--- src/rtl/wdt_pkg.sv ---
package wdt_pkg;
  localparam int unsigned SEL_W    = 2;
  localparam int unsigned N_SEL    = 1 << SEL_W;
  localparam logic [7:0]  KEY_A    = 8'hAA;
  localparam logic [7:0]  KEY_B    = 8'h55;
  localparam int unsigned WIN_CLKS = 4;
endpackage

--- src/rtl/wdt_unlock.sv ---
module wdt_unlock
  import wdt_pkg::*;
#(
  parameter int unsigned WIN = WIN_CLKS
) (
  input  logic       clk_i,
  input  logic       rst_ni,
  input  logic       key_we_i,
  input  logic [7:0] key_data_i,
  input  logic       ctrl_we_i,
  output logic       open_o
);
  localparam int unsigned WIN_W = $clog2(WIN + 1);

  logic             first_q;
  logic [WIN_W-1:0] win_q;

  always_ff @(posedge clk_i or negedge rst_ni) begin
    if (!rst_ni) begin
      first_q <= 1'b0;
      win_q   <= '0;
    end else begin
      first_q <= key_we_i && (key_data_i == KEY_A);
      if (key_we_i && (key_data_i == KEY_B) && first_q)
        win_q <= WIN_W'(WIN);
      else if (ctrl_we_i)
        win_q <= '0;  // any control write consumes the window
      else if (win_q != '0)
        win_q <= win_q - WIN_W'(1);
    end
  end

  assign open_o = (win_q != '0);
endmodule

--- src/rtl/wdt_timer.sv ---
module wdt_timer
  import wdt_pkg::*;
#(
  parameter int unsigned BASE_EXP = 17,
  parameter int unsigned EXP_STEP = 3,
  parameter int unsigned GAP_CLKS = 512,
  parameter int unsigned CNT_W    = 27
) (
  input  logic             clk_i,
  input  logic             rst_ni,
  input  logic             restart_i,
  input  logic [SEL_W-1:0] sel_i,
  input  logic             rst_en_i,
  input  logic             flag_clr_i,
  input  logic             stat_clr_i,
  output logic             flag_o,
  output logic             rst_pulse_o,
  output logic             stat_o
);
  logic [CNT_W-1:0] irq_last [N_SEL];
  logic [CNT_W-1:0] end_last [N_SEL];

  for (genvar g = 0; g < N_SEL; g++) begin : g_lim
    localparam int unsigned SH = BASE_EXP + g * EXP_STEP;
    assign irq_last[g] = (CNT_W'(1) << SH) - CNT_W'(1);
    assign end_last[g] = (CNT_W'(1) << SH) + CNT_W'(GAP_CLKS - 1);
  end

  logic [CNT_W-1:0] cnt_q;
  logic [SEL_W-1:0] sel_act_q;
  logic             irq_hit, end_hit, fire;

  assign irq_hit = !restart_i && (cnt_q == irq_last[sel_act_q]);
  assign end_hit = (cnt_q == end_last[sel_act_q]);
  assign fire    = !restart_i && end_hit && rst_en_i;

  always_ff @(posedge clk_i or negedge rst_ni) begin
    if (!rst_ni) begin
      cnt_q       <= '0;
      sel_act_q   <= '0;
      flag_o      <= 1'b0;
      rst_pulse_o <= 1'b0;
      stat_o      <= 1'b0;
    end else begin
      if (restart_i) begin
        cnt_q     <= '0;
        sel_act_q <= sel_i;
      end else if (end_hit) begin
        cnt_q <= '0;
      end else begin
        cnt_q <= cnt_q + CNT_W'(1);
      end
      rst_pulse_o <= fire;
      if (irq_hit)         flag_o <= 1'b1;  // set wins over clear
      else if (flag_clr_i) flag_o <= 1'b0;
      if (fire)            stat_o <= 1'b1;
      else if (stat_clr_i) stat_o <= 1'b0;
    end
  end
endmodule

--- src/rtl/wdt_pre_irq.sv ---
module wdt_pre_irq
  import wdt_pkg::*;
#(
  parameter int unsigned BASE_EXP = 17,
  parameter int unsigned EXP_STEP = 3,
  parameter int unsigned GAP_CLKS = 512
) (
  input  logic       clk_i,
  input  logic       rst_ni,
  input  logic       key_we_i,
  input  logic [7:0] key_data_i,
  input  logic       ctrl_we_i,
  input  logic [1:0] sel_i,
  input  logic       irq_en_i,
  input  logic       rst_en_i,
  input  logic       restart_i,
  input  logic       flag_clr_i,
  input  logic       stat_clr_i,
  output logic       irq_o,
  output logic       irq_flag_o,
  output logic       cpu_rst_o,
  output logic       wd_rst_stat_o,
  output logic       rst_en_o
);
  localparam int unsigned CNT_W = BASE_EXP + (N_SEL - 1) * EXP_STEP + 1;

  logic unlocked, prot_ok, restart_go;
  logic irq_en_q, rst_en_q;

  wdt_unlock #(.WIN(WIN_CLKS)) u_unlock (
    .clk_i     (clk_i),
    .rst_ni    (rst_ni),
    .key_we_i  (key_we_i),
    .key_data_i(key_data_i),
    .ctrl_we_i (ctrl_we_i),
    .open_o    (unlocked)
  );

  assign prot_ok    = ctrl_we_i && unlocked;
  assign restart_go = prot_ok && restart_i;

  always_ff @(posedge clk_i or negedge rst_ni) begin
    if (!rst_ni) begin
      irq_en_q <= 1'b0;
      rst_en_q <= 1'b0;
    end else begin
      if (ctrl_we_i) irq_en_q <= irq_en_i;
      if (prot_ok)   rst_en_q <= rst_en_i;
    end
  end

  wdt_timer #(
    .BASE_EXP(BASE_EXP),
    .EXP_STEP(EXP_STEP),
    .GAP_CLKS(GAP_CLKS),
    .CNT_W   (CNT_W)
  ) u_timer (
    .clk_i      (clk_i),
    .rst_ni     (rst_ni),
    .restart_i  (restart_go),
    .sel_i      (sel_i),
    .rst_en_i   (rst_en_q),
    .flag_clr_i (ctrl_we_i && flag_clr_i),
    .stat_clr_i (ctrl_we_i && stat_clr_i),
    .flag_o     (irq_flag_o),
    .rst_pulse_o(cpu_rst_o),
    .stat_o     (wd_rst_stat_o)
  );

  assign irq_o    = irq_flag_o && irq_en_q;
  assign rst_en_o = rst_en_q;
endmodule

--- config.mk ---
export PLATFORM = sky130hd
export DESIGN_NAME = wdt_pre_irq
export DESIGN_NICKNAME = d
export VERILOG_FILES = /design/src/rtl/wdt_pkg.sv /design/src/rtl/wdt_unlock.sv /design/src/rtl/wdt_timer.sv /design/src/rtl/wdt_pre_irq.sv
export SDC_FILE = /design/constraint.sdc
export NUM_CORES = 1
export LEC_CHECK = 0
export BUFFER_PORTS_ARGS = -buffer_cell sky130_fd_sc_hd__buf_2
export CELL_PAD_IN_SITES_DETAIL_PLACEMENT = 1
export CELL_PAD_IN_SITES_GLOBAL_PLACEMENT = 2
export CORE_MARGIN = 10
export CORE_UTILIZATION = 40
export DETAILED_ROUTE_END_ITERATION = 8
export GPL_TIMING_DRIVEN = 1
export PLACE_DENSITY = 0.92
export REMOVE_ABC_BUFFERS = 1
export SYNTH_ARGS = -nofsm -noshare
export SYNTH_HDL_FRONTEND = slang
export SYNTH_SLANG_ARGS = --single-unit
--- constraint.sdc ---
create_clock -name clk_i -period 6.45 [get_ports clk_i]
set_clock_uncertainty 0.1 [all_clocks]
set_input_delay 0.645 -clock clk_i [delete_from_list [all_inputs] [get_ports clk_i]]
set_output_delay 0.645 -clock clk_i [all_outputs]
set_load 0.02 [all_outputs]
# [Word level (Yosys, flattened, before mapping)]
# Cells that the tools add are included.
# Widths: inputs -> output; s select.
[classes] bitwise_logic=1 n_div=0 eq_ne=4 n_reduce_logical=16 magnitude_cmp=1 n_mul=0 addsub=2 n_shift=0 n_mux=15
[ops] cell="$mux 27" count=6
[ops] cell="$bmux 27 s2" count=2
[ops] cell="$eq 27x27->1" count=2
[ops] cell="$add 27x1->27 const B" count=1
[ops] cell="$logic_and 1x1->1" count=11
[ops] cell="$mux 3" count=3
[ops] cell="$eq 8x7->1 const B" count=1
[ops] cell="$eq 8x8->1 const B" count=1
[ops] cell="$reduce_bool 3->1" count=2
[ops] cell="$mux 1" count=4
[ops] cell="$reduce_bool 2->1" count=2
[ops] cell="$ge 3x3->1 const B" count=1
[ops] cell="$not 2->3" count=1
[ops] cell="$sub 3x1->3 const B" count=1
[ops] cell="$logic_not 1->1" count=1
[word_totals] elab_cells=48 output_inout_bits=5 latch_bits=0 ram_bits=0 reg_bits=38 romBits=0 mem_count=0

# [Longest topological paths before layout]
[logic_depth] depth_word=8 depth_mapped=6 depth_no_buf=5

# [Cells and area by module]
# From an unflattened synthesis, not the netlist that was laid out.
[unflattened] hier_cells=205 area_unflattened_um2=2021.9
[modules_own_cells] module="wdt_timer" instances=1 cells_per_inst=171 seq_area_each_um2=800.8 area_each_um2=1664.1
[modules_own_cells] module="wdt_unlock" instances=1 cells_per_inst=25 seq_area_each_um2=100.1 area_each_um2=249.0
[modules_own_cells] module="wdt_pre_irq" instances=1 cells_per_inst=9 seq_area_each_um2=50.0 area_each_um2=108.9

# [Worst setup path before layout]
# No wires, ideal clock.
[synth_path] path_type="reg-to-reg" startpoint="register u_timer.cnt_q[0]" endpoint="register u_timer.cnt_q[24]" path_slack_ns=4.263 required_ns=6.263 setup_ns=0.087 stages_incl_launch_ff=7 arrival_time_ns=2.000 path_cell_list="dfrtp_1 ha_1 nand4_1 or4_1 buf_2 or4_1 a211oi_2"
[synth_via] elab_chain_cells=3 elab_cells_between_ends=4
[synth_lines] element="from (decl)" line_no="wdt_timer.sv:29" text="logic [CNT_W-1:0] cnt_q;"
[synth_lines] element="from (signal assigned)" line_no="wdt_timer.sv:51" text="cnt_q <= cnt_q + CNT_W'(1);"
[synth_lines] element="$add 27x1->27 or $eq 27x27->1 (tied branches)" line_no="wdt_timer.sv:51, wdt_timer.sv:34"
[synth_lines] element="$mux 27 *" line_no="wdt_timer.sv:48" text="end else if (end_hit) begin"
[synth_lines] element="$mux 27 *" line_no="wdt_timer.sv:45" text="if (restart_i) begin"
# Every way passes the cells marked *; elsewhere a longest branch is shown, timed or not.
# A chain may end at the register's enable or synchronous reset.

# [Worst setup path in the final report]
[layout_path] startpoint="register u_timer.cnt_q[0]" endpoint="register u_timer.cnt_q[26]"
# Same word-level chain as after synthesis.

==> impl_metrics.json <==
{
  "grt_pass1_vias": 1892,
  "worst-endpoint-arrival_ns": 2.63,
  "start_kind": "flop",
  "synth.distinct_cells": 49,
  "instances_no_fill": 309,
  "synth_top_area_share": 0.442,
  "die_y_um": 93.3,
  "drive_gt1_frac": 0.197,
  "async_flop_share": 1.00,
  "total_power_uw": 645,
  "place_inst": 301,
  "viasPerCell": 5.80,
  "drtPass1Iterations": 4,
  "fin_nets": 260,
  "comb_power_share": 0.244,
  "cp_slowest_cell": "or4_1",
  "max-slew-margin-rel": 0.407,
  "ys_seq_area_frac": 0.442,
  "cts_sinks": 38,
  "final_max_slew_viol_count": 0,
  "ir_drop_v": 0.000177,
  "run_status": "complete, no violations",
  "vias": 1792,
  "synth-seq-cells": 38,
  "netlist_area_sq_um": 2150,
  "critPathCaptureType": "flop",
  "required_ns": 6.55,
  "clk-insertion-delay-late_ns": 0.29,
  "drc_errors": 0,
  "avgSynthCellArea_sq_um": 9.91,
  "cts_hold_buf": 0,
  "drt-initial-drc-count": 54,
  "synth_edf_count": 0,
  "p_clk_frac": 0.266,
  "crit_fanout": 11,
  "path_common_cell": "or4_1",
  "ios": 24,
  "dp_hpwl_mm": 3.78,
  "rows": 26,
  "dieArea_sq_um": 8710,
  "dp_slack_ns": 3.91,
  "finalSetupTns_ns": 0,
  "setup_viol": 0,
  "worstMarginPinSlew_ns": 0.890,
  "clkTransAtPathRegs_ns": 0.08,
  "maxCapViolations": 0,
  "p_per_area_nw_per_um2": 268,
  "power.switching_uw": 213,
  "diodes": 0,
  "floorplan.initialDensity": 0.416,
  "drtAntennaViolNets": 0,
  "syn_inst": 217,
  "crit_type": "flop to flop",
  "grt_first_pass_wirelength_mm": 9.10,
  "synth-main-ff-cell": "dfrtp_1",
  "rsz0062_at_grt": "false",
  "die_w_um": 93.3,
  "numPortBuffers": 23,
  "yosys-top-cells-count": "38 x dfrtp_1, 18 x nand2_1, 13 x nor3_1",
  "tritoncts": "built",
  "min_period_ns": 2.54,
  "hold_class": "input pin to async pin",
  "crit_chain": "ha_1, nand4_1, or4_1, or4_1, a211oi_1",
  "finalCritPeriodShare": 0.393,
  "yosys_warnings": 0,
  "gp_congestion": 0.762,
  "area_growth_syn_to_layout_pct": 11.9,
  "cts_htree_levels": 2,
  "netSwitchingFraction": 0.329,
  "grt_max_degree": 39,
  "core_area_sq_um": 5170,
  "slowest_delay_ns": 0.74,
  "wl_per_cell_um": 16.9,
  "ys_top_cells_by_area": "dfrtp_1 44%, xnor2_1 3.3%, a211oi_1 3.1%",
  "overflow": 0,
  "antenna_found_initial": 0,
  "drt_wl_total_mm": 5.23,
  "postCtsSetupBuffers": 0,
  "numCtsBuffers": 5,
  "pwr-share-seq": 0.489,
  "track_usage": 0.125,
  "max_freq_mhz": 394,
  "p_int_uw": 433,
  "fin_hold_ws_ns": 0.372,
  "yosysMostFrequentCell": "dfrtp_1",
  "root_buffer": "clkbuf_8",
  "postCtsResizedCells": 0,
  "fin_ws_ns": 3.91,
  "hold_violations": 0,
  "clockBufferDepth": 2,
  "total_leakage_power_uw": 0.000973,
  "synth_top_cell_by_area": "dfrtp_1"
}
==> worst max-delay path, delay by kind of cell (launching register included) <==
family,cells,cell delay [ns]
simple gates,3,1.46
flops,1,0.39
fa+ha+maj,1,0.25
compound gates,1,0.25
==> layout by cell type (no fill, tap or decap), types with 2 or more instances in the layout <==
cell type / Yosys / final
dfrtp_1: 38 / 38
buf_2: 3 / 23
nand2_1: 18 / 18
nor3_1: 13 / 13
nor2_1: 11 / 11
nand3_1: 9 / 9
nand4_1: 9 / 9
o21ai_0: 9 / 9
a211oi_1: 9 / 9
xnor2_1: 8 / 8
inv_1: 7 / 7
or4_1: 7 / 7
nor4_1: 6 / 6
clkbuf_8: 0 / 6
o31ai_1: 5 / 5
or3_1: 5 / 5
xor2_1: 5 / 5
nor4bb_1: 4 / 4
a211oi_2: 4 / 4
mux2_2: 4 / 4
ha_1: 3 / 3
and4_1: 2 / 2
o41ai_1: 2 / 2
and3_1: 2 / 2
a2111oi_0: 2 / 2
and2_1: 2 / 2
buf_4: 0 / 2
==> final cells by class <==
type	count	area, sq um
Tap cell	70	87.6
Inverter	7	26.3
Sequential cell	38	951
Fill cell	606	2770
Multi-Input combinational cell	161	1120
Clock buffer	7	86.3
Timing Repair Buffer	25	130
Clock inverter	1	5.00
==> per-layer routing <==
layer | vias up | track usage | wire [um]
met5 | - | 0 | 0
met4 | 0 | 0.0347 | 46
met3 | 6 | 0.0328 | 165
met2 | 19 | 0.220 | 2650
met1 | 903 | 0.146 | 2370
li1 | 864 | - | -
==> final timing paths <==
path,from,to,slack (ns),cells past startpoint
min,rst_ni,u_timer.cnt_q[13],0.37,1
min reg2reg,u_timer.stat_o,u_timer.stat_o,0.40,1
max reg2reg,u_timer.cnt_q[0],u_timer.cnt_q[26],3.91,5
max in group asynchronous,rst_ni,u_timer.cnt_q[18],5.32,1
max,u_timer.cnt_q[0],u_timer.cnt_q[26],3.91,5
min in group clk_i,u_timer.stat_o,u_timer.stat_o,0.40,1
==> power groups by stage <==
stage               Combinational [uW]  Sequential [uW]  Clock [uW]
global placement                   155              318           0
CTS                                161              316         177
finish                             158              316         172
detailed placement                 159              320           0
global route                       178              324         189
floorplan                          113              314           0
==> flip-flops by register name, indices dropped and copies added (netlist names) <==
register             count
u_timer.cnt_q           27
u_timer.stat_o           1
u_timer.sel_act_q        2
u_timer.flag_o           1
irq_en_q                 1
rst_en_o                 1
u_timer.rst_pulse_o      1
u_unlock.win_q           3
u_unlock.first_q         1
==> per-stage QoR <==
| step | area, sq um | utilization |
|---|---|---|
| finish | 2410 | 0.465 |
| detailed placement | 2310 | 0.448 |
| global placement | 2310 | 0.448 |
| CTS | 2410 | 0.465 |
| global route | 2410 | 0.465 |
| floorplan | 2100 | - |
==> cell families after synthesis <==
logic type | Yosys count | share of synthesized area
AND/OR/NAND/NOR | 102 | 0.281
AO/OA/AOI/OAI | 38 | 0.144
flip-flops | 38 | 0.442
buffers and inverters | 18 | 0.0367
XOR/XNOR | 13 | 0.0530
multiplexers | 5 | 0.0256
adder cells (fa/ha/maj) | 3 | 0.0175
(Power assumes the default switching activity.)
